--- config.mk ---
export PLATFORM = sky130hd
export DESIGN_NAME = ico_ctrl
export DESIGN_NICKNAME = d
export VERILOG_FILES = /design/src/rtl/ico_pkg.sv /design/src/rtl/ico_trigger.sv /design/src/rtl/ico_search.sv /design/src/rtl/ico_limit_out.sv /design/src/rtl/ico_ctrl.sv
export SDC_FILE = /design/constraint.sdc
export NUM_CORES = 1
export LEC_CHECK = 0
export ABC_AREA = 0
export ABC_CLOCK_PERIOD_IN_PS = 3300
export CORE_MARGIN = 8
export CORE_UTILIZATION = 52
export DETAILED_ROUTE_END_ITERATION = 12
export HOLD_SLACK_MARGIN = 0.03
export PLACE_DENSITY = 0.78
export SLEW_MARGIN = 10
export SYNTH_ARGS = -nofsm -noshare
export SYNTH_HDL_FRONTEND = slang
export SYNTH_HIERARCHICAL = 1
export SYNTH_SLANG_ARGS = --single-unit
--- constraint.sdc ---
create_clock -name clk -period 3.3 [get_ports clk]
set_clock_uncertainty 0.2 [all_clocks]
set_input_delay 0.495 -clock clk [delete_from_list [all_inputs] [get_ports clk]]
set_output_delay 0.495 -clock clk [all_outputs]
set_load 0.01 [all_outputs]
--- src/rtl/ico_pkg.sv ---
package ico_pkg;
   typedef enum logic [1:0] {
      ST_IDLE = 2'b00,
      ST_SRCH = 2'b01,
      ST_DONE = 2'b10
   } ico_st_e;
endpackage

--- src/rtl/ico_trigger.sv ---
module ico_trigger (
   input  logic clk,
   input  logic rst_n,
   input  logic en,
   input  logic src_dcp,
   input  logic force_set,
   input  logic src_attach,
   input  logic hiz_bit,
   input  logic ilim_wr,
   input  logic vlim_wr,
   input  logic bus_ovp,
   output logic restart
);
   logic hiz_q;
   logic hiz_chg;

   always_ff @(posedge clk or negedge rst_n) begin
      if (!rst_n) hiz_q <= 1'b0;
      else        hiz_q <= hiz_bit;
   end

   assign hiz_chg = hiz_bit ^ hiz_q;
   assign restart = en & (src_dcp | force_set | src_attach | hiz_chg |
                          ilim_wr | vlim_wr | bus_ovp);

   // no restart is raised while disabled
   p_no_restart_off_r2: assert property (@(posedge clk) disable iff (!rst_n)
      !en |-> !restart);
endmodule

--- src/rtl/ico_search.sv ---
module ico_search
   import ico_pkg::*;
#(
   parameter int LIM_W    = 9,
   parameter int CNT_W    = 8,
   parameter int STEP     = 5,
   parameter int START_UP = 50,
   parameter int LIM_MIN  = 10,
   parameter int LIM_MAX  = 330
) (
   input  logic             clk,
   input  logic             rst_n,
   input  logic             en,
   input  logic             restart,
   input  logic             batt_above,
   input  logic             vreg,
   input  logic [LIM_W-1:0] prog_lim,
   input  logic [CNT_W-1:0] settle,
   output ico_st_e          state,
   output logic [LIM_W-1:0] cur_lim,
   output logic             done_now
);
   localparam logic [LIM_W-1:0] STEP_V  = LIM_W'(STEP);
   localparam logic [LIM_W-1:0] START_V = LIM_W'(START_UP);
   localparam logic [LIM_W-1:0] TOP_V   = LIM_W'(LIM_MAX - STEP);
   localparam logic [LIM_W-1:0] LOW_V   = LIM_W'(LIM_MIN + STEP);

   generate
      if (STEP < 1 || LIM_MAX >= (1 << LIM_W))
         $error("ico_search: bad STEP or LIM_MAX for LIM_W");
      if (START_UP < LIM_MIN || START_UP + STEP > LIM_MAX)
         $error("ico_search: START_UP must lie inside the search range");
   endgenerate

   logic             dir_up;
   logic [CNT_W-1:0] cnt;
   logic             sample;
   logic             at_edge;

   assign sample   = en && !restart && (state == ST_SRCH) && (cnt == '0);
   assign at_edge  = dir_up ? (cur_lim > TOP_V) : (cur_lim < LOW_V);
   assign done_now = sample && ((dir_up ? vreg : !vreg) || at_edge);

   always_ff @(posedge clk or negedge rst_n) begin
      if (!rst_n) begin
         state   <= ST_IDLE;
         cur_lim <= '0;
         cnt     <= '0;
         dir_up  <= 1'b0;
      end else if (!en) begin
         state <= ST_IDLE;
      end else if (restart) begin
         state   <= ST_SRCH;
         dir_up  <= batt_above;
         cur_lim <= batt_above ? START_V : prog_lim;
         cnt     <= settle;
      end else if (state == ST_SRCH) begin
         if (cnt != '0) begin
            cnt <= cnt - 1'b1;
         end else if (done_now) begin
            state <= ST_DONE;
            if (dir_up && vreg && cur_lim > START_V)
               cur_lim <= cur_lim - STEP_V;
         end else begin
            cur_lim <= dir_up ? cur_lim + STEP_V : cur_lim - STEP_V;
            cnt     <= settle;
         end
      end
   end

   // inside one search the limit moves by one step at most per edge
   p_one_step_r4: assert property (@(posedge clk) disable iff (!rst_n)
      (state == ST_SRCH && $past(state) == ST_SRCH && !$past(restart) && $past(en))
      |-> (cur_lim == $past(cur_lim) ||
           {1'b0, cur_lim} == {1'b0, $past(cur_lim)} + {1'b0, STEP_V} ||
           {1'b0, cur_lim} + {1'b0, STEP_V} == {1'b0, $past(cur_lim)}));
   // an upward search stays inside its range
   p_up_range_r5: assert property (@(posedge clk) disable iff (!rst_n)
      (state != ST_IDLE && dir_up) |-> (cur_lim >= START_V && cur_lim <= LIM_W'(LIM_MAX)));
   // the result holds once found
   p_hold_r8: assert property (@(posedge clk) disable iff (!rst_n)
      (state == ST_DONE && $past(state) == ST_DONE) |-> $stable(cur_lim));
   // no step before the settle window has run out
   p_settle_r7: assert property (@(posedge clk) disable iff (!rst_n)
      ($past(state) == ST_SRCH && state == ST_SRCH && $past(cnt) != '0 && !$past(restart))
      |-> $stable(cur_lim));
endmodule

--- src/rtl/ico_limit_out.sv ---
module ico_limit_out #(
   parameter int LIM_W     = 9,
   parameter bit HAS_CLAMP = 1'b1
) (
   input  logic             use_cur,
   input  logic [LIM_W-1:0] cur_lim,
   input  logic [LIM_W-1:0] prog_lim,
   input  logic [LIM_W-1:0] ext_lim,
   input  logic             ext_en,
   output logic [LIM_W-1:0] eff_lim
);
   logic [LIM_W-1:0] base;
   assign base = use_cur ? cur_lim : prog_lim;

   generate
      if (HAS_CLAMP) begin : g_clamp
         assign eff_lim = (ext_en && ext_lim < base) ? ext_lim : base;
         // the clamp bounds the output
         always_comb begin
            p_clamp_r12: assert (!ext_en || eff_lim <= ext_lim);
         end
      end else begin : g_noclamp
         logic unused_ext;
         assign unused_ext = ^{ext_lim, ext_en};
         assign eff_lim    = base;
      end
   endgenerate
endmodule

--- src/rtl/ico_ctrl.sv ---
module ico_ctrl
   import ico_pkg::*;
#(
   parameter int LIM_W     = 9,
   parameter int CNT_W     = 8,
   parameter int STEP      = 5,
   parameter int START_UP  = 50,
   parameter int LIM_MIN   = 10,
   parameter int LIM_MAX   = 330,
   parameter bit HAS_CLAMP = 1'b1
) (
   input  logic             clk,
   input  logic             rst_n,
   input  logic             ico_en,
   input  logic             src_dcp,
   input  logic             force_set,
   input  logic             src_attach,
   input  logic             hiz_bit,
   input  logic             ilim_wr,
   input  logic             vlim_wr,
   input  logic             bus_ovp,
   input  logic [LIM_W-1:0] prog_lim,
   input  logic [LIM_W-1:0] ext_lim,
   input  logic             ext_lim_en,
   input  logic             batt_above_min,
   input  logic             vreg_active,
   input  logic [CNT_W-1:0] settle_cnt,
   input  logic             flag_rd,
   output logic [LIM_W-1:0] eff_lim,
   output logic [1:0]       ico_status,
   output logic             ico_done
);
   logic             restart;
   logic             done_now;
   ico_st_e          state;
   logic [LIM_W-1:0] cur_lim;

   ico_trigger i_trig (
      .clk(clk), .rst_n(rst_n), .en(ico_en), .src_dcp(src_dcp),
      .force_set(force_set), .src_attach(src_attach), .hiz_bit(hiz_bit),
      .ilim_wr(ilim_wr), .vlim_wr(vlim_wr), .bus_ovp(bus_ovp),
      .restart(restart)
   );

   ico_search #(
      .LIM_W(LIM_W), .CNT_W(CNT_W), .STEP(STEP), .START_UP(START_UP),
      .LIM_MIN(LIM_MIN), .LIM_MAX(LIM_MAX)
   ) i_srch (
      .clk(clk), .rst_n(rst_n), .en(ico_en), .restart(restart),
      .batt_above(batt_above_min), .vreg(vreg_active), .prog_lim(prog_lim),
      .settle(settle_cnt), .state(state), .cur_lim(cur_lim), .done_now(done_now)
   );

   ico_limit_out #(.LIM_W(LIM_W), .HAS_CLAMP(HAS_CLAMP)) i_out (
      .use_cur(ico_en && state != ST_IDLE), .cur_lim(cur_lim),
      .prog_lim(prog_lim), .ext_lim(ext_lim), .ext_en(ext_lim_en),
      .eff_lim(eff_lim)
   );

   always_ff @(posedge clk or negedge rst_n) begin
      if (!rst_n)       ico_done <= 1'b0;
      else if (done_now) ico_done <= 1'b1;
      else if (flag_rd)  ico_done <= 1'b0;
   end

   assign ico_status = state;

   // the status never takes the unused code
   p_status_code_r3: assert property (@(posedge clk) disable iff (!rst_n)
      ico_status != 2'b11);
   // disabling returns the status to idle
   p_disable_r13: assert property (@(posedge clk) disable iff (!rst_n)
      !ico_en |=> ico_status == 2'b00);
   // the flag rises with the found status
   p_flag_r8: assert property (@(posedge clk) disable iff (!rst_n)
      (ico_status == 2'b10 && $past(ico_status) != 2'b10) |-> ico_done);
   // a restart event always leads to searching
   p_restart_r10: assert property (@(posedge clk) disable iff (!rst_n)
      restart |=> ico_status == 2'b01);
endmodule

==> out/results.ini, run 1 <==
[timing]
fin_crit_sh_pct=107
min_period_ps=3520
holdWs_ps=287
fmax_mhz=284
tns_ps=-954
setup_viol=9
hold_violations=0
worst_slew_pin_slew_ps=826
rsz0062_at_grt=true
finalWorstSetupSlack_ps=-224
drv_slew=0
slew_headroom_pct=44.3

[setup_path]
crit_arrival_ps=2830
path_max_fanout=5
critPathKind=flip-flop to output port
startpoint_type=flip-flop
startpoint=i_srch/state[1]
r2r.worst_path.cells=8
worstPathRequired_ps=2600
reg2reg_from=i_srch/cur_lim[0]
reg2reg_to=i_srch/cur_lim[2]
end_kind=output port
r2r_slack_ps=400

[grt]
met2_usage_pct=38.3
grt_busiest_layer=met2
grt-ovfl-total=0
grt_max_degree=23
first_global_vias=2841
grt_util_met1_pct=26.1
grt_use_total_pct=22.4
antenna_found_initial=0
grt_pass1_wl_um=13300
use_met3_pct=4.00

[die]
fp-row-count=24
start_util_pct=53.7
design.core.area_um2=4350
die_x_um=83.1
num_io_pins=52
fp.dieH_um=83.1
dieArea_um2=6900

[layout]
layout-drive-gt1-share_pct=30.5
fin_nets=439
area_delta_synth_final_pct=53.5
register_area_um2=551
multi_input_area_um2=1840
stdcell_count=436
fill_cells=263
diodes=0

[yosys]
yosysTopAreaCell=dfrtp_1
syn_inst=281
netlist.area_leader.share_pct=23.5
synth-edff-count=0
yosysSeqAreaShare_pct=23.5
synthesis.nets=335
yosysWarnings=6
synth_ff_type=dfrtp_1
ys_ff_latch=22
ys_types=67
synthTopCellsByArea=dfrtp_1 24%, mux2i_1 8.1%, ha_1 7.5%
netlist_area_um2=2340
synthArstFlopShare_pct=100
avgSynthCellArea_um2=8.32

[worst_hold_path]
min_to=ico_done
hold_start=ico_done
hp-class=flip-flop to flip-flop
min_path_cells=1

[placed_design]
port_buffers=51
gp_congestion=0.949
dp.cells=416
pre_cts_ws_ps=-765
dp_hpwl_um=5500

[routing]
vias=2763
ant_nets=0
first_pass_iters=5
drc_errors=0
via_per_inst=6.34
dr.first_iter.drc_count=331
routed_wl_um=8320
wl_per_cell_um=19.1

[clock_network]
cts_tree=built
clock_latency_ps=270
clk_pin_slew_ps=90
clock-root-buffer=clkbuf_8
cts_made_buffers=3
clock-sinks=22
htreeDepth=1
ctsHoldBuffers=0
cts_max_path_buffers=2

[outcome]
outcome=finished with violations
violations=setup timing

[power]
p_per_area_nw_per_um2=467
ir_drop_uv=284
leakagePower_nw=1.51

[job]
maxCapViolations=0

metal layers:
metal	share of wire, %	vias up	wire length [um]
met3	7.6	34	634
li1	-	1262	-
met1	39	1301	3230
met5	0	-	0
met2	50	166	4150
met4	3.7	0	306
layout make-up:
| cell class | count | share of cell area, % |
|---|---|---|
| multi-input combinational | 223 | 51.1 |
| clock buffer | 3 | 1.15 |
| timing repair buffer | 115 | 27.6 |
| clock inverter | 1 | 0.837 |
| tap | 52 | 1.81 |
| sequential | 22 | 15.3 |
| inverter | 20 | 2.09 |
synth_stat cells, drive strengths merged (6+ instances only):
master  instances
dfrtp          22
clkbuf          7
nor3           10
buf             9
ha             14
nand4           6
o21ai          29
inv            20
mux2i          19
a21oi           9
nand3          10
nor2b           7
o211ai          7
nand2          20
nor2           17
cells in the final DEF (no fill, tap or decap), drive strengths merged, types with 3 or more instances in the layout:
cell,instances
inv,20
xor2,3
ha,14
or3,5
nand3b,3
nand2b,4
nand3,10
mux2i,19
buf,73
a21oi,9
nand4,6
o211ai,7
nor2,17
clkbuf,4
nand2,20
xnor2,3
o21ai,29
clkdlybuf4s50,37
o31ai,4
nor2b,7
nor3,10
mux2,4
a211oi,5
a2bb2oi,3
dfrtp,22
where the power goes:
group | total [mW] | switching, mW | internal (mW)
registers | 0.427 | 0.0876 | 0.340
clock network | 0.258 | 0.0957 | 0.162
logic | 0.990 | 0.531 | 0.459
flip-flops by register name, indices dropped and copies added, names as in the netlist:
| signal | count |
|---|---|
| i_srch/state | 2 |
| i_srch/cnt | 8 |
| i_srch/dir_up | 1 |
| i_trig/hiz_q | 1 |
| i_srch/cur_lim | 9 |
| ico_done | 1 |
per-stage QoR:
step / area (um^2) / utilization [%] / power (mW)
3_5_place_dp: 3210 / 73.8 / 1.30
4_1_cts: 3480 / 80.0 / 1.62
5_1_grt: 3590 / 82.4 / 1.77
3_3_place_gp: 3210 / 73.8 / 1.28
2_1_floorplan: 2360 / - / 0.989
6_report: 3590 / 82.4 / 1.67
critical path, cell delays in order, from the launching register on:
cell	delay, ps
dfrtp_1	400
o21a_4	250
buf_12	160
mux2i_4	200
ha_4	280
nand4_1	180
a211oi_2	280
nor3_2	90
buf_4	150
buf_6	110
buf_6	100
mux2i_1	190
buf_2	170
kinds of logic (layout without fill, tap and decap cells):
| group | count (synthesis) | count (layout) | share of synthesized area, % |
|---|---|---|---|
| fa+ha+maj | 14 | 14 | 7.49 |
| compound gates | 84 | 84 | 26.0 |
| xor+xnor | 6 | 6 | 2.25 |
| mux | 23 | 23 | 10.5 |
| buf+inv | 36 | 139 | 7.28 |
| flops | 22 | 22 | 23.5 |
| simple gates | 96 | 96 | 22.9 |
worst max path at each step:
stage	end	cells after the start
detailed placement	eff_lim[0]	11
finish	eff_lim[7]	12
global placement	eff_lim[0]	11
CTS	eff_lim[0]	11
global route	eff_lim[7]	12
floorplan	i_srch/cur_lim[2]	8
repair_timing:
item	in CTS	in global routing
setup endpoints to repair	18	20
endpoints found under the hold margin	0	0
buffers inserted	11	4
pin swaps	14	13
gates cloned	2	0
resized for setup	72	14
Note: power is estimated with default switching activity, not from simulation.
==> inputs of run 2 (changes only) <==
--- a/config.mk
+++ b/config.mk
@@ -6,7 +6,6 @@
 export NUM_CORES = 1
 export LEC_CHECK = 0
 export ABC_AREA = 0
-export ABC_CLOCK_PERIOD_IN_PS = 3300
 export CORE_MARGIN = 8
 export CORE_UTILIZATION = 52
 export DETAILED_ROUTE_END_ITERATION = 12
==> results of run 2 <==
Final layout, timing and power as in run 1 (identical DEF).
==> inputs of run 3 (changes only) <==
--- a/config.mk
+++ b/config.mk
@@ -8,6 +8,7 @@
 export ABC_AREA = 0
 export CORE_MARGIN = 8
 export CORE_UTILIZATION = 52
+export CTS_CLUSTER_DIAMETER = 150
 export DETAILED_ROUTE_END_ITERATION = 12
 export HOLD_SLACK_MARGIN = 0.03
 export PLACE_DENSITY = 0.78
==> results of run 3 <==
Final layout, timing and power as in run 1 (identical DEF).
